$ cat src/rtl/rtc_cal_pkg.sv
package rtc_cal_pkg;
  localparam int MATCH_W   = 19;
  localparam int CTRL_LSB  = 19;
  localparam int VALID_BIT = 23;
  localparam int WORD_W    = 32;

  typedef enum logic [1:0] {
    DIR_NONE0 = 2'd0,
    DIR_NONE1 = 2'd1,
    DIR_DROP  = 2'd2,
    DIR_ADD   = 2'd3
  } dir_e;

  typedef struct packed {
    logic               en;
    dir_e               dir;
    logic [MATCH_W-1:0] span;
  } cal_t;
endpackage

$ cat src/rtl/rtc_cal_regs.sv
module rtc_cal_regs
  import rtc_cal_pkg::*;
(
  input  logic              clk,
  input  logic              rst_n,
  input  logic              wr_en,
  input  logic [WORD_W-1:0] wr_data,
  output cal_t              cal_q,
  output logic [WORD_W-1:0] rd_data
);
  cal_t cal_d;

  always_comb begin
    cal_d = cal_q;
    if (wr_en) begin
      cal_d.span = wr_data[MATCH_W-1:0];
      cal_d.dir  = dir_e'(wr_data[CTRL_LSB+1:CTRL_LSB]);
      cal_d.en   = wr_data[VALID_BIT];
    end
  end

  always_ff @(posedge clk or negedge rst_n) begin
    if (!rst_n) cal_q <= '0;
    else if (wr_en) cal_q <= cal_d;
  end

  always_comb begin
    rd_data = '0;
    rd_data[MATCH_W-1:0]         = cal_q.span;
    rd_data[CTRL_LSB+1:CTRL_LSB] = cal_q.dir;
    rd_data[VALID_BIT]           = cal_q.en;
  end
endmodule

$ cat src/rtl/rtc_period_ctr.sv
module rtc_period_ctr
  import rtc_cal_pkg::*;
(
  input  logic               clk,
  input  logic               rst_n,
  input  logic               tick,
  input  logic               restart,
  input  logic               active,
  input  logic [MATCH_W-1:0] span,
  output logic               fire
);
  logic [MATCH_W-1:0] cnt_q, cnt_d;
  logic               at_end;

  assign at_end = (cnt_q == span);
  assign fire   = tick && active && !restart && at_end;

  always_comb begin
    cnt_d = cnt_q;
    if (restart || !active) cnt_d = '0;
    else if (tick)          cnt_d = at_end ? '0 : cnt_q + MATCH_W'(1);
  end

  always_ff @(posedge clk or negedge rst_n) begin
    if (!rst_n) cnt_q <= '0;
    else        cnt_q <= cnt_d;
  end
endmodule

$ cat src/rtl/rtc_sec_ctr.sv
module rtc_sec_ctr #(
  parameter int SEC_W = 32
) (
  input  logic             clk,
  input  logic             rst_n,
  input  logic             tick,
  input  logic             load_en,
  input  logic [SEC_W-1:0] load_val,
  input  logic             do_add,
  input  logic             do_drop,
  output logic [SEC_W-1:0] sec_q
);
  logic [SEC_W-1:0] sec_d;
  logic             upd;

  always_comb begin
    sec_d = sec_q;
    if (load_en)      sec_d = load_val;
    else if (tick) begin
      if (do_add)       sec_d = sec_q + SEC_W'(2);
      else if (do_drop) sec_d = sec_q;
      else              sec_d = sec_q + SEC_W'(1);
    end
  end

  assign upd = load_en || tick;

  always_ff @(posedge clk or negedge rst_n) begin
    if (!rst_n)   sec_q <= '0;
    else if (upd) sec_q <= sec_d;
  end
endmodule

$ cat src/rtl/rtc_sec_cal.sv
module rtc_sec_cal
  import rtc_cal_pkg::*;
#(
  parameter int SEC_W = 32
) (
  input  logic              clk,
  input  logic              rst_n,
  input  logic              tick,
  input  logic              load_en,
  input  logic [SEC_W-1:0]  load_val,
  input  logic              cal_wr_en,
  input  logic [WORD_W-1:0] cal_wr_data,
  output logic [SEC_W-1:0]  sec_count,
  output logic [WORD_W-1:0] cal_rdata
);
  cal_t cal;
  logic corr_active, fire, do_add, do_drop;

  rtc_cal_regs u_regs (
    .clk(clk), .rst_n(rst_n), .wr_en(cal_wr_en), .wr_data(cal_wr_data),
    .cal_q(cal), .rd_data(cal_rdata)
  );

  assign corr_active = cal.en && (cal.dir == DIR_ADD || cal.dir == DIR_DROP);

  rtc_period_ctr u_period (
    .clk(clk), .rst_n(rst_n), .tick(tick), .restart(cal_wr_en),
    .active(corr_active), .span(cal.span), .fire(fire)
  );

  assign do_add  = fire && (cal.dir == DIR_ADD);
  assign do_drop = fire && (cal.dir == DIR_DROP);

  rtc_sec_ctr #(.SEC_W(SEC_W)) u_sec (
    .clk(clk), .rst_n(rst_n), .tick(tick), .load_en(load_en),
    .load_val(load_val), .do_add(do_add), .do_drop(do_drop), .sec_q(sec_count)
  );
endmodule

$ cat config.mk
export PLATFORM = sky130hd
export DESIGN_NAME = rtc_sec_cal
export DESIGN_NICKNAME = d
export VERILOG_FILES = /design/src/rtl/rtc_cal_pkg.sv /design/src/rtl/rtc_cal_regs.sv /design/src/rtl/rtc_period_ctr.sv /design/src/rtl/rtc_sec_ctr.sv /design/src/rtl/rtc_sec_cal.sv
export SDC_FILE = /design/constraint.sdc
export NUM_CORES = 1
export LEC_CHECK = 0
export ABC_AREA = 1
export BUFFER_PORTS_ARGS = -buffer_cell sky130_fd_sc_hd__buf_2
export CORE_MARGIN = 2
export CORE_UTILIZATION = 49
export DETAILED_ROUTE_END_ITERATION = 7
export PLACE_DENSITY = 0.82
export SLEW_MARGIN = 10
export SYNTH_ARGS = -nofsm -noshare
export SYNTH_HDL_FRONTEND = slang
export SYNTH_HIERARCHICAL = 1
export SYNTH_SLANG_ARGS = --single-unit
export TNS_END_PERCENT = 20
$ cat constraint.sdc
create_clock -name clk -period 2.3 [get_ports clk]
set_input_delay 0 -clock clk [delete_from_list [all_inputs] [get_ports clk]]
set_output_delay 0 -clock clk [all_outputs]
set_load 0.01 [all_outputs]
==> results.yml, run 1 <==
placement:
  place_inst: 1026
  dp_hpwl_um: 9940
  pre_cts_slack_ps: -73.7
  gp_congestion: 0.947
  io_buffers: 112
clocking:
  clock-sinks: 73
  clkTransAtPathRegs_ps: 80
  cts-root-buf: "clkbuf_8"
  clk_latency_ps: 350
  cts_buffer_depth: 2
  htreeDepth: 3
  cts_tree: "done"
  numCtsBuffers: 9
sta:
  rsz0062_at_grt: "true"
  finClkSkew_ps: 9.23
  setup_viol: 9
  maxSlewViolCount: 0
  tns_ps: -148
  slew_headroom_pct: 36.5
  fin_crit_sh_pct: 102
  hold_viol_final: 0
  fmax_mhz: 428
  timing.final.ws_setup_ps: -36.1
  worst_pin_slew_ps: 952
  fin_crit_ps: 2340
logic_synthesis:
  synth_area_leaders: "dfrtp_1 35%, nand2_1 21%, nand3_1 6.7%"
  synth-seq-cells: 73
  synth_top_area_share_pct: 34.8
  synth_top_cell_by_area: "dfrtp_1"
  syn_area_per_cell_um2: 6.81
  syn_inst: 772
  synthDistinctLibCells: 33
  syn_area_mm2: 0.00526
  yosysSeqAreaShare_pct: 34.8
  yosysWarnings: 6
route:
  drc: 0
  totalWireLength_um: 15400
  viasPerCell: 5.03
  drt_pass1_iterations: 5
  avgRoutedWirePerCell_um: 13.9
  drtAntennaViolNets: 0
  num_vias: 5568
  drtIter0Drc: 555
pwr:
  pwr-share-clk_pct: 27.8
  power.density_mw_per_mm2: 462
  p_int_mw: 2.18
  switching_share_pct: 32.7
  finalPower_mw: 3.24
  vdd_drop_max_v: 0.000284
  p_sw_mw: 1.06
  pwr-share-seq_pct: 47.1
  pwr-share-comb_pct: 25.1
  p_leak_nw: 3.65
global_routing:
  grt_max_degree: 42
  grt_overflow: 0
  grt.total_usage_pct: 26.7
  antenna_found_initial: 0
  grt_pass1_vias: 5340
  grt_pass1_wl_um: 24500
critical_path:
  critPathMostFrequentCell: "nand2_1"
  end_kind: "flip-flop"
  path_cells: "inv_1 -> nand2_1 -> nand2_1 -> nor2_2 -> nand2_1 -> nor2_1 -> nand3_2 -> nor3_2 -> nand2_1 -> nor2_1 -> buf_4 -> inv_2 -> a21boi_4 -> nor2_4 -> buf_6 -> a22o_1 -> inv_1 -> o21ai_1"
  worst_setup_path_start_kind: "flip-flop"
  critPathRequiredTime_ps: 2540
  cp.arrival_ps: 2580
  path_buf_inv: 5
  cp_top_family: "simple AND/OR/NAND/NOR gates"
  max_stage_delay_ps: 400
  worst-setup-path-type: "flip-flop to flip-flop"
  critPathMaxFanout: 15
  worst_path_max_delay_cell: "dfrtp_1"
finish:
  final_cell_mix: "291 x nand2_1, 112 x buf_2, 80 x inv_1"
  layout-drive-gt1-share_pct: 27.1
  final-instance-count-excl-fill: 1106
  synthToLayoutAreaGrowth_pct: 33.7
  antenna_cells: 0
  final_common_cell: "nand2_1"
  final_util_pct: 67.8
  nNetsFinal: 1039
  num-fill-cells: 793
run:
  maxCapViolations: 0
floorplanning:
  rows: 37
  die_height_um: 108
  io_pins: 133
  initial_core_util_pct: 50.7
  core_mm2: 0.0104
  die_w_um: 108
  dieArea_mm2: 0.0116
status:
  violations: "setup timing"
  status: "complete, but fails checks"
min_path:
  hp-class: "primary input to flip-flop"
[power groups by stage]
stage / clock [mW] / sequential [mW] / combinational (mW)
final: 0.902 / 1.53 / 0.815
after global routing: 0.975 / 1.54 / 0.895
after detailed placement: 0 / 1.54 / 0.668
after CTS: 0.913 / 1.52 / 0.758
after floorplan: 0 / 1.54 / 0.407
after global placement: 0 / 1.54 / 0.654
[sequential cells by signal (all words and copies together), names as in the netlist]
signal / count
u_sec/sec_q: 32
u_regs/cal_q: 22
u_period/cnt_q: 19
[per-layer routing]
metal / global-route usage, % / up-vias / share of wire [%]
li1: - / 2721 / -
met1: 32.9 / 2505 / 39
met2: 46.6 / 286 / 50
met3: 4.48 / 56 / 7.9
met4: 9.80 / 0 / 3.2
met5: 0 / - / 0
[layout make-up]
cell class                      count  area, µm²  area share [%]
Sequential cell                    73       1830            26.0
Timing Repair Buffer              229       1640            23.3
Clock buffer                       11        151            2.15
Clock inverter                      3       17.5           0.249
Multi-Input combinational cell    567       2890            41.1
Tap cell                          136        170            2.42
Inverter                           87        332            4.72
[per-stage QoR]
stage               hold WS [ps]  cell area (µm²)
floorplan                   -296             5290
global placement             200             6030
detailed placement           199             6030
CTS                         12.8             6860
global route                45.3             7030
finish                      26.1             7030
[timing repair]
action | in CTS | in global routing
hold buffers | 55 | 0
pin swaps | 5 | 8
resized for setup | 14 | 26
endpoints found under the hold margin | 93 | 0
setup buffers | 7 | 2
gates cloned | 0 | 2
endpoints found under the setup margin | 20 | 32
[kinds of logic (layout without fill, tap and decap cells)]
logic type | count (synthesis) | after routing | synth area share (%)
compound gates | 40 | 40 | 5.24
simple gates | 485 | 485 | 40.5
flops | 73 | 73 | 34.8
xor+xnor | 29 | 29 | 4.83
fa+ha+maj | 3 | 3 | 0.714
other cells | 1 | 10 | 0.0714
buf+inv | 141 | 330 | 13.9
[cell usage after synthesis]
| cell type | n |
|---|---|
| buf_6 | 4 |
| xnor2_1 | 8 |
| xor2_1 | 21 |
| buf_2 | 3 |
| nand4_1 | 7 |
| nor3_2 | 1 |
| a41oi_1 | 1 |
| conb_1 | 1 |
| nor2_2 | 12 |
| nand2_1 | 292 |
| nand2_2 | 10 |
| buf_4 | 44 |
| o21ai_1 | 1 |
| nor2_4 | 11 |
| o211ai_1 | 5 |
| inv_2 | 6 |
| o21ai_0 | 13 |
| a22o_1 | 6 |
| clkbuf_1 | 3 |
| inv_1 | 81 |
| ha_1 | 3 |
| a21boi_4 | 1 |
| o31ai_2 | 1 |
| nor3_1 | 3 |
| dfrtp_1 | 73 |
| a21oi_1 | 6 |
| nand3_2 | 3 |
| nand3_4 | 2 |
| nor2_1 | 72 |
| nand2_4 | 1 |
| nand3_1 | 70 |
| o21bai_1 | 6 |
| or2_1 | 1 |
[worst min-delay path, cell delays in order]
cell and delay (ps):
buf_2 120, nor2_2 100, nand2_1 70, nand2_1 50
[worst paths after layout]
path / start / to / slack, ps / depth (start not counted)
max: u_regs/cal_q[8] / u_sec/sec_q[13] / -40 / 18
min: tick / u_period/cnt_q[16] / 30 / 4
max in group asynchronous: rst_n / u_period/cnt_q[14] / 1230 / 3
max reg2reg: u_regs/cal_q[8] / u_sec/sec_q[13] / -40 / 18
min in group asynchronous: rst_n / u_sec/sec_q[17] / 350 / 2
min reg2reg: u_regs/cal_q[21] / u_regs/cal_q[21] / 510 / 2
Power figures use the tool's default switching activity.
==> run 2, diff against run 1 <==
- CORE_MARGIN: 2 -> not set
- CORE_UTILIZATION: 49 -> 45
- PLACE_DENSITY: 0.82 -> 0.77
==> results.yml, run 2 (synthesis results as in run 1) <==
route:
  totalWireLength_um: 14800
  num_vias: 5462
  drtAntennaViolNets: 0
  avgRoutedWirePerCell_um: 13.4
  drc: 0
  viasPerCell: 4.92
  drt_pass1_iterations: 7
  drtIter0Drc: 373
critical_path:
  max_stage_delay_ps: 390
  worst_setup_path_start_kind: "flip-flop"
  worstReg2RegStart: "u_regs/cal_q[14]"
  worst_path_max_delay_cell: "dfrtp_1"
  critPathRequiredTime_ps: 2530
  path_cells: "nor2_1 -> nor2_1 -> nor2_2 -> nand2_1 -> nor2_2 -> nand3_2 -> nor3_2 -> nand2_1 -> nor2_2 -> buf_6 -> nor2_4 -> nor2_4 -> nand3_4 -> nor2_4 -> nand4_1 -> nand3_1 -> nand2_1"
  cp.arrival_ps: 2670
  worst-setup-path-type: "flip-flop to flip-flop"
  end_kind: "flip-flop"
  ff2ff_path_depth: 17
  rrSetupSlack_ps: -140
  r2r-end: "u_sec/sec_q[28]"
  critPathMaxFanout: 7
sta:
  rsz0062_at_grt: "true"
  setup_viol: 22
  maxSlewViolCount: 0
  hold_viol_final: 0
  finalHoldWorstSlack_ps: 27.0
  fin_crit_ps: 2440
  fin_crit_sh_pct: 106
  slew_headroom_pct: 36.4
  timing.final.ws_setup_ps: -138
  worst_pin_slew_ps: 954
  fmax_mhz: 410
  finClkSkew_ps: 8.94
finish:
  antenna_cells: 0
  final_common_cell: "nand2_1"
  layout-drive-gt1-share_pct: 26.0
  nNetsFinal: 1035
  final_cell_mix: "291 x nand2_1, 111 x buf_2, 80 x inv_1"
  largest_reg_flops: 32
  regMostFlops: "u_sec/sec_q"
  final_util_pct: 61.4
  synthToLayoutAreaGrowth_pct: 33.5
  reg_top3: "u_sec/sec_q (32), u_regs/cal_q (22), u_period/cnt_q (19)"
pwr:
  power.density_mw_per_mm2: 531
  vdd_drop_max_v: 0.000501
  p_leak_nw: 3.64
clocking:
  cts_buffer_depth: 2
  htreeDepth: 3
  clock-sinks: 73
  numCtsBuffers: 9
  clk_latency_ps: 340
  clkTransAtPathRegs_ps: 60
  cts_tree: "done"
  cts-root-buf: "clkbuf_16"
global_routing:
  grt_overflow: 0
  grt.met3_usage_pct: 5.47
  gr-usage-met2_pct: 44.1
  antenna_found_initial: 0
  grt_max_degree: 74
  use_met1_pct: 31.1
  grt.total_usage_pct: 25.3
  grt-busiest-layer: "met2"
  grt_pass1_vias: 5060
  grt_pass1_wl_um: 23400
run:
  maxCapViolations: 0
min_path:
  hold_start: "load_val[6]"
  hold_end: "u_sec/sec_q[6]"
  hold_path_depth: 4
  hp-class: "primary input to flip-flop"
placement:
  io_buffers: 112
  gp_congestion: 0.891
  dp_hpwl_um: 9900
status:
  violations: "setup timing"
  status: "complete, but fails checks"
floorplanning:
  initial_core_util_pct: 46.0
  io_pins: 133
  dieArea_mm2: 0.0121
  rows: 39
  die_height_um: 110
  core_mm2: 0.0114
  die_w_um: 110
==> run 2: cell type report <==
class,instances,area [µm²]
clock buffers,10,239
clock inverters,6,57.6
fillers,987,4410
inverters,87,329
multi-input cells,567,2820
flip-flops and latches,73,1830
well taps,143,179
repair buffers,225,1560
==> run 2: power by group <==
group / switching (mW) / internal, mW / leakage [nW]
Combinational: 0.420 / 0.352 / 2.57
Sequential: 0.148 / 1.38 / 0.922
Clock: 0.561 / 0.861 / 0.148
==> run 2: routing by layer <==
| layer | share of wire [%] | vias to the layer above | wire length, µm |
|---|---|---|---|
| met5 | 0 | - | 0 |
| met4 | 1.9 | 0 | 286 |
| met3 | 5.8 | 27 | 862 |
| met2 | 50 | 182 | 7370 |
| met1 | 43 | 2526 | 6320 |
| li1 | - | 2727 | - |
==> run 2: worst max-delay path by stage <==
stage / start / end / slack, ps / cells past startpoint
after floorplan: u_period/cnt_q[0] / u_sec/sec_q[18] / 20 / 18
after global placement: u_regs/cal_q[13] / u_sec/sec_q[20] / -40 / 18
after detailed placement: u_regs/cal_q[14] / u_sec/sec_q[20] / -110 / 17
after CTS: u_regs/cal_q[14] / u_sec/sec_q[23] / -90 / 19
after global routing: u_regs/cal_q[13] / u_sec/sec_q[28] / -390 / 18
final: u_regs/cal_q[14] / u_sec/sec_q[28] / -140 / 17
==> run 2: metrics by stage <==
stage | setup WS, ps | power, mW | std cells | cell area (µm²) | TNS, ps
4_1_cts | -91.8 | 3.72 | 1106 | 6890 | -1170
5_1_grt | -389 | 3.91 | 1111 | 7010 | -7550
3_5_place_dp | -108 | 2.21 | 1036 | 6050 | -1370
2_1_floorplan | 24.4 | 1.95 | 781 | 5290 | 0
3_3_place_gp | -40.3 | 2.20 | 1036 | 6050 | -251
6_report | -138 | 3.72 | 1111 | 7010 | -1360
==> run 2: critical path, delay by kind of cell, from the launching register on <==
family                 cells  cell delay (ps)
buffers and inverters      1              140
AND/OR/NAND/NOR           16             1790
flip-flops                 1              390
==> run 2: timing repair <==
action	4_1_cts	5_1_grt
hold buffers	53	0
setup buffers	1	5
pin swaps	3	15
gates resized for setup	4	26
setup endpoints to repair	24	32
endpoints found under the hold margin	125	0
==> run 3, diff against run 2 <==
- SETUP_SLACK_MARGIN: not set -> 0.02
==> results.yml, run 3 (synthesis results as in run 1) <==
status:
  status: "complete, but fails checks"
  violations: "setup timing"
critical_path:
  worstSetupEndpoint: "u_sec/sec_q[28]"
  worstReg2RegStart: "u_regs/cal_q[14]"
  end_kind: "flip-flop"
  max_stage_delay_ps: 390
  path_cells: "nor2_1 -> nor2_1 -> nor2_2 -> nand2_1 -> nor2_2 -> nand3_2 -> nor3_2 -> nand2_1 -> nor2_2 -> buf_6 -> nor2_4 -> nor2_4 -> nand3_4 -> nor2_4 -> nand4_1 -> nand3_1 -> nand2_1"
  path_buf_inv: 1
  critPathRequiredTime_ps: 2530
  cp_top_family: "simple AND/OR/NAND/NOR gates"
  rrSetupSlack_ps: -140
  worst_path_max_delay_cell: "dfrtp_1"
  worst_setup_path_start_kind: "flip-flop"
  critPathMaxFanout: 7
  r2r-end: "u_sec/sec_q[28]"
  cp.depth: 17
  cp.arrival_ps: 2670
  ff2ff_path_depth: 17
  cp-startpoint: "u_regs/cal_q[14]"
  worst-setup-path-type: "flip-flop to flip-flop"
clocking:
  cts_tree: "done"
  cts_buffer_depth: 2
  htreeDepth: 3
  clock-sinks: 73
  cts-root-buf: "clkbuf_16"
  numCtsBuffers: 9
  clk_latency_ps: 340
  clkTransAtPathRegs_ps: 60
route:
  drtAntennaViolNets: 0
  avgRoutedWirePerCell_um: 13.4
  viasPerCell: 4.92
  drt_pass1_iterations: 7
  totalWireLength_um: 14800
  drtIter0Drc: 373
  drc: 0
  num_vias: 5462
sta:
  setup_viol: 22
  maxSlewViolCount: 0
  timing.final.ws_setup_ps: -138
  fin_crit_ps: 2440
  hold_viol_final: 0
  worst_pin_slew_ps: 954
  rsz0062_at_grt: "true"
  finClkSkew_ps: 8.94
  fin_crit_sh_pct: 106
  finalHoldWorstSlack_ps: 27.0
  slew_headroom_pct: 36.4
  fmax_mhz: 410
  tns_ps: -1360
floorplanning:
  core_mm2: 0.0114
  initial_core_util_pct: 46.0
  io_pins: 133
  rows: 39
  die_w_um: 110
  dieArea_mm2: 0.0121
  die_height_um: 110
global_routing:
  antenna_found_initial: 0
  grt_pass1_vias: 5060
  grt_overflow: 0
  grt.total_usage_pct: 25.3
  grt_max_degree: 74
  grt_pass1_wl_um: 23400
pwr:
  vdd_drop_max_v: 0.000501
  power.density_mw_per_mm2: 531
  p_leak_nw: 3.64
  finalPower_mw: 3.72
placement:
  dp_hpwl_um: 9900
  place_inst: 1036
  pre_cts_slack_ps: -108
  gp_congestion: 0.891
  placed_area_mm2: 0.00605
  io_buffers: 112
finish:
  reg_top3: "u_sec/sec_q (32), u_regs/cal_q (22), u_period/cnt_q (19)"
  final_util_pct: 61.4
  regMostFlops: "u_sec/sec_q"
  num-fill-cells: 987
  antenna_cells: 0
  design_area_mm2: 0.00701
  synthToLayoutAreaGrowth_pct: 33.5
  largest_reg_flops: 32
  final-instance-count-excl-fill: 1111
  nNetsFinal: 1035
  layout-drive-gt1-share_pct: 26.0
  final_cell_mix: "291 x nand2_1, 111 x buf_2, 80 x inv_1"
  final_common_cell: "nand2_1"
run:
  maxCapViolations: 0
min_path:
  hp-class: "primary input to flip-flop"
[run 3: how the worst min path moves through the flow]
stage	depth (start not counted)	slack (ps)	from	to
final	4	30	load_val[6]	u_sec/sec_q[6]
after global routing	4	40	load_val[13]	u_sec/sec_q[13]
after CTS	4	20	load_val[6]	u_sec/sec_q[6]
after detailed placement	3	200	cal_wr_data[4]	u_regs/cal_q[4]
after global placement	1	210	rst_n	u_regs/cal_q[17]
after floorplan	0	-300	rst_n	u_period/cnt_q[0]
[run 3: final cells by class]
cell class	count	area, µm²	area share (%)
multi-input cells	567	2820	40.2
flip-flops and latches	73	1830	26.0
repair buffers	225	1560	22.3
inverters	87	329	4.69
clock buffers	10	239	3.41
well taps	143	179	2.55
clock inverters	6	57.6	0.821
[run 3: metal layers]
layer | track usage, % | wire [µm] | share of wire [%] | up-vias
met5 | 0 | 0 | 0 | -
met1 | 31.1 | 6320 | 43 | 2526
met4 | 8.10 | 286 | 1.9 | 0
met2 | 44.1 | 7370 | 50 | 182
li1 | - | - | - | 2727
met3 | 5.47 | 862 | 5.8 | 27
[run 3: worst min-delay path, cell delays in order]
cell	delay, ps
buf_2	100
a22o_1	130
inv_1	30
o21ai_0	80
[run 3: what timing repair did]
action / 4_1_cts / 5_1_grt
endpoints found under the hold margin: 125 / 0
pin swaps: 3 / 15
hold buffers: 53 / 0
setup endpoints to repair: 28 / 32
setup buffers: 1 / 5
resized for setup: 4 / 26
[run 3: power by group]
part / total [mW] / internal [mW] / switching (mW)
Clock: 1.42 / 0.861 / 0.561
Combinational: 0.772 / 0.352 / 0.420
Sequential: 1.53 / 1.38 / 0.148
Total: 3.72 / 2.59 / 1.13
